$ cat config.mk
export PLATFORM = sky130hd
export DESIGN_NAME = wdog_sleepwake
export DESIGN_NICKNAME = d
export VERILOG_FILES = /design/src/rtl/wdt_pkg.sv /design/src/rtl/wdt_sync.sv /design/src/rtl/wdt_counter.sv /design/src/rtl/wdt_fsm.sv /design/src/rtl/wdog_sleepwake.sv
export SDC_FILE = /design/constraint.sdc
export NUM_CORES = 1
export LEC_CHECK = 0
export CORE_MARGIN = 5
export CORE_UTILIZATION = 50
export CTS_CLUSTER_DIAMETER = 60
export DETAILED_ROUTE_END_ITERATION = 8
export PLACE_DENSITY = 0.8
export SYNTH_ARGS = -nofsm -noshare
export SYNTH_HDL_FRONTEND = slang
export SYNTH_SLANG_ARGS = --single-unit
$ cat constraint.sdc
create_clock -name clk_tick -period 1.9 [get_ports clk_tick]
set_input_delay 0.38 -clock clk_tick [delete_from_list [all_inputs] [get_ports clk_tick]]
set_output_delay 0.38 -clock clk_tick [all_outputs]
set_load 0.01 [all_outputs]
$ cat src/rtl/wdt_pkg.sv
package wdt_pkg;

    typedef enum logic [1:0] {
        WS_OFF    = 2'd0,
        WS_AWAKE  = 2'd1,
        WS_ASLEEP = 2'd2
    } wdt_state_e;

endpackage

$ cat src/rtl/wdt_sync.sv
module wdt_sync #(
    parameter int LANES  = 2,
    parameter int STAGES = 2
) (
    input  logic             clk,
    input  logic             rst_n,
    input  logic [LANES-1:0] async_in,
    output logic [LANES-1:0] rise,
    output logic [LANES-1:0] fall
);

    localparam int LAST = STAGES - 1;

    for (genvar g = 0; g < LANES; g++) begin : g_lane
        logic [STAGES-1:0] chain;
        logic              prev;

        always_ff @(posedge clk or negedge rst_n) begin
            if (!rst_n) begin
                chain <= '0;
                prev  <= 1'b0;
            end else begin
                chain <= {chain[STAGES-2:0], async_in[g]};
                prev  <= chain[LAST];
            end
        end

        assign rise[g] = chain[LAST] & ~prev;
        assign fall[g] = ~chain[LAST] & prev;
    end

endmodule

$ cat src/rtl/wdt_counter.sv
module wdt_counter #(
    parameter int PERIOD = 16
) (
    input  logic clk,
    input  logic rst_n,
    input  logic run,
    input  logic restart,
    output logic terminal
);

    localparam int CW = (PERIOD > 2) ? $clog2(PERIOD) : 1;
    localparam logic [CW-1:0] LIMIT = CW'(PERIOD - 1);

    logic [CW-1:0] cnt;

    assign terminal = run && (cnt == LIMIT);

    always_ff @(posedge clk or negedge rst_n) begin
        if (!rst_n) begin
            cnt <= '0;
        end else if (!run || restart || terminal) begin
            cnt <= '0;
        end else begin
            cnt <= cnt + 1'b1;
        end
    end

endmodule

$ cat src/rtl/wdt_fsm.sv
module wdt_fsm
    import wdt_pkg::*;
(
    input  logic clk,
    input  logic rst_n,
    input  logic cfg_en,
    input  logic clr_rise,
    input  logic slp_rise,
    input  logic slp_fall,
    input  logic terminal,
    output logic run,
    output logic restart,
    output logic tmo_pulse,
    output logic rst_req,
    output logic wake_req,
    output logic to_flag,
    output logic slp_flag
);

    wdt_state_e state, state_nx;
    logic       expire;

    assign run     = cfg_en && (state != WS_OFF);
    assign restart = clr_rise || slp_rise;
    assign expire  = terminal && !restart;

    always_comb begin
        state_nx = state;
        if (!cfg_en) begin
            state_nx = WS_OFF;
        end else begin
            unique case (state)
                WS_OFF:    state_nx = WS_AWAKE;
                WS_AWAKE:  if (slp_rise) state_nx = WS_ASLEEP;
                WS_ASLEEP: if (expire || slp_fall) state_nx = WS_AWAKE;
                default:   state_nx = WS_OFF;
            endcase
        end
    end

    always_ff @(posedge clk or negedge rst_n) begin
        if (!rst_n) state <= WS_OFF;
        else        state <= state_nx;
    end

    always_ff @(posedge clk or negedge rst_n) begin
        if (!rst_n) begin
            tmo_pulse <= 1'b0;
            rst_req   <= 1'b0;
            wake_req  <= 1'b0;
            to_flag   <= 1'b1;
            slp_flag  <= 1'b0;
        end else begin
            tmo_pulse <= expire;
            rst_req   <= expire && (state == WS_AWAKE);
            wake_req  <= expire && (state == WS_ASLEEP);
            if (expire) begin
                to_flag  <= 1'b0;
                slp_flag <= (state == WS_ASLEEP);
            end else if (restart) begin
                to_flag  <= 1'b1;
            end
        end
    end

endmodule

$ cat src/rtl/wdog_sleepwake.sv
module wdog_sleepwake #(
    parameter int PERIOD = 16
) (
    input  logic clk_tick,
    input  logic rst_n,
    input  logic cfg_en,
    input  logic clr_req,
    input  logic sleep_req,
    output logic tmo_pulse,
    output logic rst_req,
    output logic wake_req,
    output logic to_flag,
    output logic slp_flag
);

    logic [1:0] ev_rise, ev_fall;
    logic       run, restart, terminal;

    wdt_sync #(.LANES(2), .STAGES(2)) u_sync (
        .clk      (clk_tick),
        .rst_n    (rst_n),
        .async_in ({sleep_req, clr_req}),
        .rise     (ev_rise),
        .fall     (ev_fall)
    );

    wdt_counter #(.PERIOD(PERIOD)) u_cnt (
        .clk      (clk_tick),
        .rst_n    (rst_n),
        .run      (run),
        .restart  (restart),
        .terminal (terminal)
    );

    wdt_fsm u_fsm (
        .clk       (clk_tick),
        .rst_n     (rst_n),
        .cfg_en    (cfg_en),
        .clr_rise  (ev_rise[0]),
        .slp_rise  (ev_rise[1]),
        .slp_fall  (ev_fall[1]),
        .terminal  (terminal),
        .run       (run),
        .restart   (restart),
        .tmo_pulse (tmo_pulse),
        .rst_req   (rst_req),
        .wake_req  (wake_req),
        .to_flag   (to_flag),
        .slp_flag  (slp_flag)
    );

endmodule

# [After elaboration in Yosys (flattened, before gate mapping)]
# Index checks and enable logic that the tools add are counted.
[classes] n_reduce_logical=15 muxes=7 n_addsub=1 eq_ne=5 n_bitwise=6
[op_table] op="$mux W2" n=3
[op_table] op="$ne A3 B2 Y1 const B" n=2
[op_table] op="$pmux W2 S3" n=1
[op_table] op="$logic_and A1 B1 Y1" n=5
[op_table] op="$add A4 B1 Y4 const B" n=1
[op_table] op="$eq A4 B4 Y1 const B" n=1
[op_table] op="$logic_or A1 B1 Y1" n=4
[op_table] op="$mux W4" n=1
[op_table] op="$reduce_bool A2 Y1" n=2
[op_table] op="$and A1 B1 Y1" n=3
[op_table] op="$not A1 Y1" n=3
[op_table] op="$eq A2 B1 Y1 const B" n=1
[op_table] op="$eq A2 B2 Y1 const B" n=1
[op_table] op="$logic_not A1 Y1" n=2
[op_table] op="$logic_not A2 Y1" n=1
[op_table] op="$mux W1" n=2
[op_table] op="$reduce_and A2 Y1" n=1
[word_totals] word_cells=45 reg_bits=17 out_inout_bits=5

# [Longest topological paths before layout]
[logic_depth] ltp_word=9 mapped_depth=4 ltp_nobuf=4

# [Modules after synthesis]
# A second synthesis with hierarchy kept.
[hier_totals] hier_cells=52 hier_area_um2=688.2
[by_module_without_submodules] module="wdt_fsm" seq_area_each_um2=176.4 area_each_um2=311.5 cells_each=25 instances=1
[by_module_without_submodules] module="wdt_counter" seq_area_each_um2=100.1 area_each_um2=191.4 cells_each=17 instances=1
[by_module_without_submodules] module="wdt_sync" seq_area_each_um2=150.1 area_each_um2=185.2 cells_each=10 instances=1

# [Least setup slack after synthesis]
# Ideal clock, no wire load.
[synth_timing] kind="register to register" start="register u_cnt.cnt[0]" end="register u_fsm.slp_flag" setup_slack_ps=528 stages_incl_launch_ff=5 t_arrival_ps=1251 setup_ps=121 n_path_buf=0 synth_period_minus_slack_ps=1372 cell_sequence="dfrtp_1 ha_1 nand3_2 or3_4 o22a_1"
[synth_via] elab_chain_len=3
[synth_rtl] element="from (decl)" line="wdt_counter.sv:14" rtl="logic [CW-1:0] cnt;"
[synth_rtl] element="from (signal assigned)" line="wdt_counter.sv:24" rtl="cnt <= cnt + 1'b1;"
[synth_rtl] element="$eq A4 B4 Y1" line="wdt_counter.sv:16" rtl="assign terminal = run && (cnt == LIMIT);"
[synth_rtl] element="$logic_and A1 B1 Y1" line="wdt_counter.sv:16"
[synth_rtl] element="$logic_and A1 B1 Y1" line="wdt_fsm.sv:25" rtl="assign expire = terminal && !restart;"
[synth_rtl] element="to (signal assigned)" line="wdt_fsm.sv:59" rtl="slp_flag <= (state == WS_ASLEEP);"
[synth_rtl] element="to (decl)" line="wdt_fsm.sv:17" rtl="output logic slp_flag"
# Every way passes these cells.
# A chain may end at the register's enable or synchronous reset.

# [Worst setup path after layout]
[layout_timing] start="register u_fsm.to_flag" end="output to_flag"
[layout_lines] element="from (decl)" line="wdt_fsm.sv:16" rtl="output logic to_flag,"
[layout_lines] element="from (signal assigned)" line="wdt_fsm.sv:51" rtl="to_flag <= 1'b1;"
[layout_lines] element="from (signal assigned)" line="wdt_fsm.sv:58" rtl="to_flag <= 1'b0;"
[layout_lines] element="from (signal assigned)" line="wdt_fsm.sv:61" rtl="to_flag <= 1'b1;"
[layout_lines] element="to (decl)" line="wdog_sleepwake.sv:12" rtl="output logic to_flag,"
# No word-level cell between the ends.

==> impl_metrics.toml <==
[outcome]
status = "finished, final reports clean"

[route]
drt_iter0_markers = 24
drtPass1Iterations = 4
vias_per_cell = 5.61
ant_nets = 0
wl_per_cell_um = 13.6
drcViolationCount = 0
routed_wl_mm = 1.11
via_count = 460

[yosys]
ys_ff_latch = 17
synthSimpleGateAreaFrac_pct = 23.2
synth_area_sq_um = 681
synth_nets = 59
avgSynthCellArea_sq_um = 12.8
yosys_warnings = 0
synth_top_family_by_area = "simple AND/OR/NAND/NOR gates"
synthXorXnorAreaFrac_pct = 1.29
seq_area_frac_synth_pct = 62.7
synthTopCellsByArea = "dfrtp_1, dfstp_2, or3_4"
synth_compound_area_share_pct = 8.27
yosysUniqueCellTypes = 26
synth_cells = 53
yosys.area.top_type_share_pct = 58.8
yosysTopAreaCell = "dfrtp_1"
synth.area.mux_share_pct = 0
synthAdderAreaFrac_pct = 1.84

[clocking]
clk_path_buf_depth = 2
htreeDepth = 1
clock_tree.root_cell = "clkbuf_4"
cts_setup_buffers = 0
holdBufCountCts = 0
cts_tree = "yes"
cts_sinks = 17
post_cts_resized = 0
clk_pin_slew_ns = 0.10
clkLatencyLatePin_ns = 0.29
cts_buffers = 3

[run]
maxCapViolations = 0

[layout]
final_nets = 74
seq_area_sq_um = 427
nFillCells = 114
fin_util_pct = 63.3
syn2layout_area_growth_pct = 21.0
drive_above_1_share_pct = 20.9
n_antenna_cell = 0
multi_input_area_sq_um = 235

[global_routing]
grt_pass1_vias = 445
grt.total_usage_pct = 13.1
gr-total-overflow = 0
grt_pass1_wl_mm = 1.99
grt_max_degree = 12
antenna_found_initial = 0

[critical_path]
cpMaxStageDelayCell = "dfstp_2"
cp_max_fo = 2
crit_arrival_ns = 1.36
reg2reg_depth = 4
reg2reg_slack_ns = 0.39
slowest_delay_ns = 0.54
crit_buf_inv = 1
path_delay_family = "flip-flops"
crit_required_ns = 1.52
crit_chain = "clkdlybuf4s50_1"
worstSetupStartpointType = "register"
setup.worst_path.class = "register to primary output"
r2r_end = "u_fsm.slp_flag"
end_kind = "primary output"
reg2reg_from = "u_cnt.cnt[0]"

[floorplan]
die_w_um = 46.9
pin_count = 10
dieArea_sq_mm = 0.00220
die_y_um = 46.9
rows = 13
start_util_pct = 52.3
core_area_sq_mm = 0.00130

[pwr]
p_leak_nw = 0.340
vdd_drop_max_uv = 365
p_per_area_mw_per_mm2 = 749

[timing]
max_freq_mhz = 574
maxSlewViolCount = 0
rsz0062_at_grt = "no"
fin_skew_ns = 0.00777
tightest_slew_ns = 0.397
setup_tns_ns = 0
slew_headroom_pct = 73.5
hold_viol = 0
period_minus_slack_ns = 1.74
fin_crit_sh_pct = 91.7
setup_violations = 0

[place]
gp_congestion = 0.756
place_hpwl_um = 851
io_buffer_count = 9

[hold_path]
hold_path_depth = 0
hold_start = "u_sync.g_lane[1].chain[0]"
hold_class = "register to register"
hold_end = "u_sync.g_lane[1].chain[1]"
==> flip-flops by register name, indices dropped and copies added, names as in the netlist <==
| register | cells |
|---|---|
| u_fsm.tmo_pulse | 1 |
| u_fsm.state | 2 |
| u_sync.g_lane.prev | 2 |
| u_fsm.to_flag | 1 |
| u_sync.g_lane.chain | 4 |
| u_fsm.slp_flag | 1 |
| u_cnt.cnt | 4 |
| u_fsm.wake_req | 1 |
| u_fsm.rst_req | 1 |
==> cell type report <==
type	count	share of cell area (%)
clock buffers	3	2.74
clock inverters	1	0.912
inverters	2	0.912
multi-input cells	33	28.6
flip-flops and latches	17	51.8
well taps	15	2.28
repair buffers	11	12.8
==> kinds of logic (layout without fill, tap and decap cells) <==
family | after synthesis | count (layout)
simple gates | 22 | 22
flops | 17 | 17
compound gates | 9 | 9
buf+inv | 3 | 17
fa+ha+maj | 1 | 1
xor+xnor | 1 | 1
==> layer usage <==
metal | up-vias | routed length [um] | GRT usage (%)
li1 | 217 | - | -
met1 | 223 | 500 | 17.9
met2 | 18 | 530 | 18.4
met3 | 2 | 71 | 2.30
met4 | 0 | 9 | 9.94
met5 | - | 0 | 0
==> where the power goes <==
| part | switching [W] | internal [W] | total, W |
|---|---|---|---|
| clock network | 0.000115 | 0.0000800 | 0.000195 |
| logic | 0.0000207 | 0.0000207 | 0.0000413 |
| registers | 0.00000815 | 0.000372 | 0.000380 |
==> worst max-delay path by stage <==
stage,depth (start not counted),start,slack [ns],to
finish,1,u_fsm.to_flag,0.16,to_flag
global route,1,u_fsm.to_flag,0.11,to_flag
CTS,1,u_fsm.to_flag,0.14,to_flag
detailed placement,4,cfg_en,0.27,u_cnt.cnt[0]
global placement,4,cfg_en,0.30,u_cnt.cnt[1]
floorplan,4,u_cnt.cnt[0],0.53,u_fsm.slp_flag
==> placed cells by master, fill, tap and decap left out, types with 2 or more instances in the layout <==
cell             instances
a21oi_1                  2
buf_4                    2
clkbuf_4                 3
clkdlybuf4s50_1          9
dfrtp_1                 16
inv_1                    2
nand2_1                  3
nor2_1                   3
nor3_1                   2
nor4_1                   2
o21ai_0                  4
or3_4                    2
==> through the flow <==
| step | cell area (sq um) | hold WS, ns | power (W) | setup WS, ns | instances |
|---|---|---|---|---|---|
| 6_report | 823 | 0.364 | 0.000617 | 0.158 | 82 |
| 5_1_grt | 823 | 0.387 | 0.000645 | 0.114 | 82 |
| 3_5_place_dp | 793 | 0.340 | 0.000429 | 0.269 | 78 |
| 4_1_cts | 823 | 0.369 | 0.000626 | 0.136 | 82 |
| 3_3_place_gp | 793 | 0.335 | 0.000428 | 0.299 | 78 |
| 2_1_floorplan | 681 | 0.0844 | 0.000407 | 0.528 | 53 |
==> cells in the mapped netlist <==
cell type and count:
o22a_1 1, and3_1 1, inv_1 2, nand3_2 1, and2b_2 1, o21ai_0 4, nand2_1 3, xnor2_1 1
nor3_1 2, nor2_1 3, buf_6 1, a21oi_1 2, nor2b_4 1, nand4b_1 1, nor2b_1 1, o31ai_1 1
nand3b_1 1, nand4_1 1, nor4_1 2, ha_1 1, nor3_2 1, dfstp_2 1, nor3b_2 1, o311a_1 1
dfrtp_1 16, or3_4 2
No activity file was read; power rests on OpenSTA's default activity.
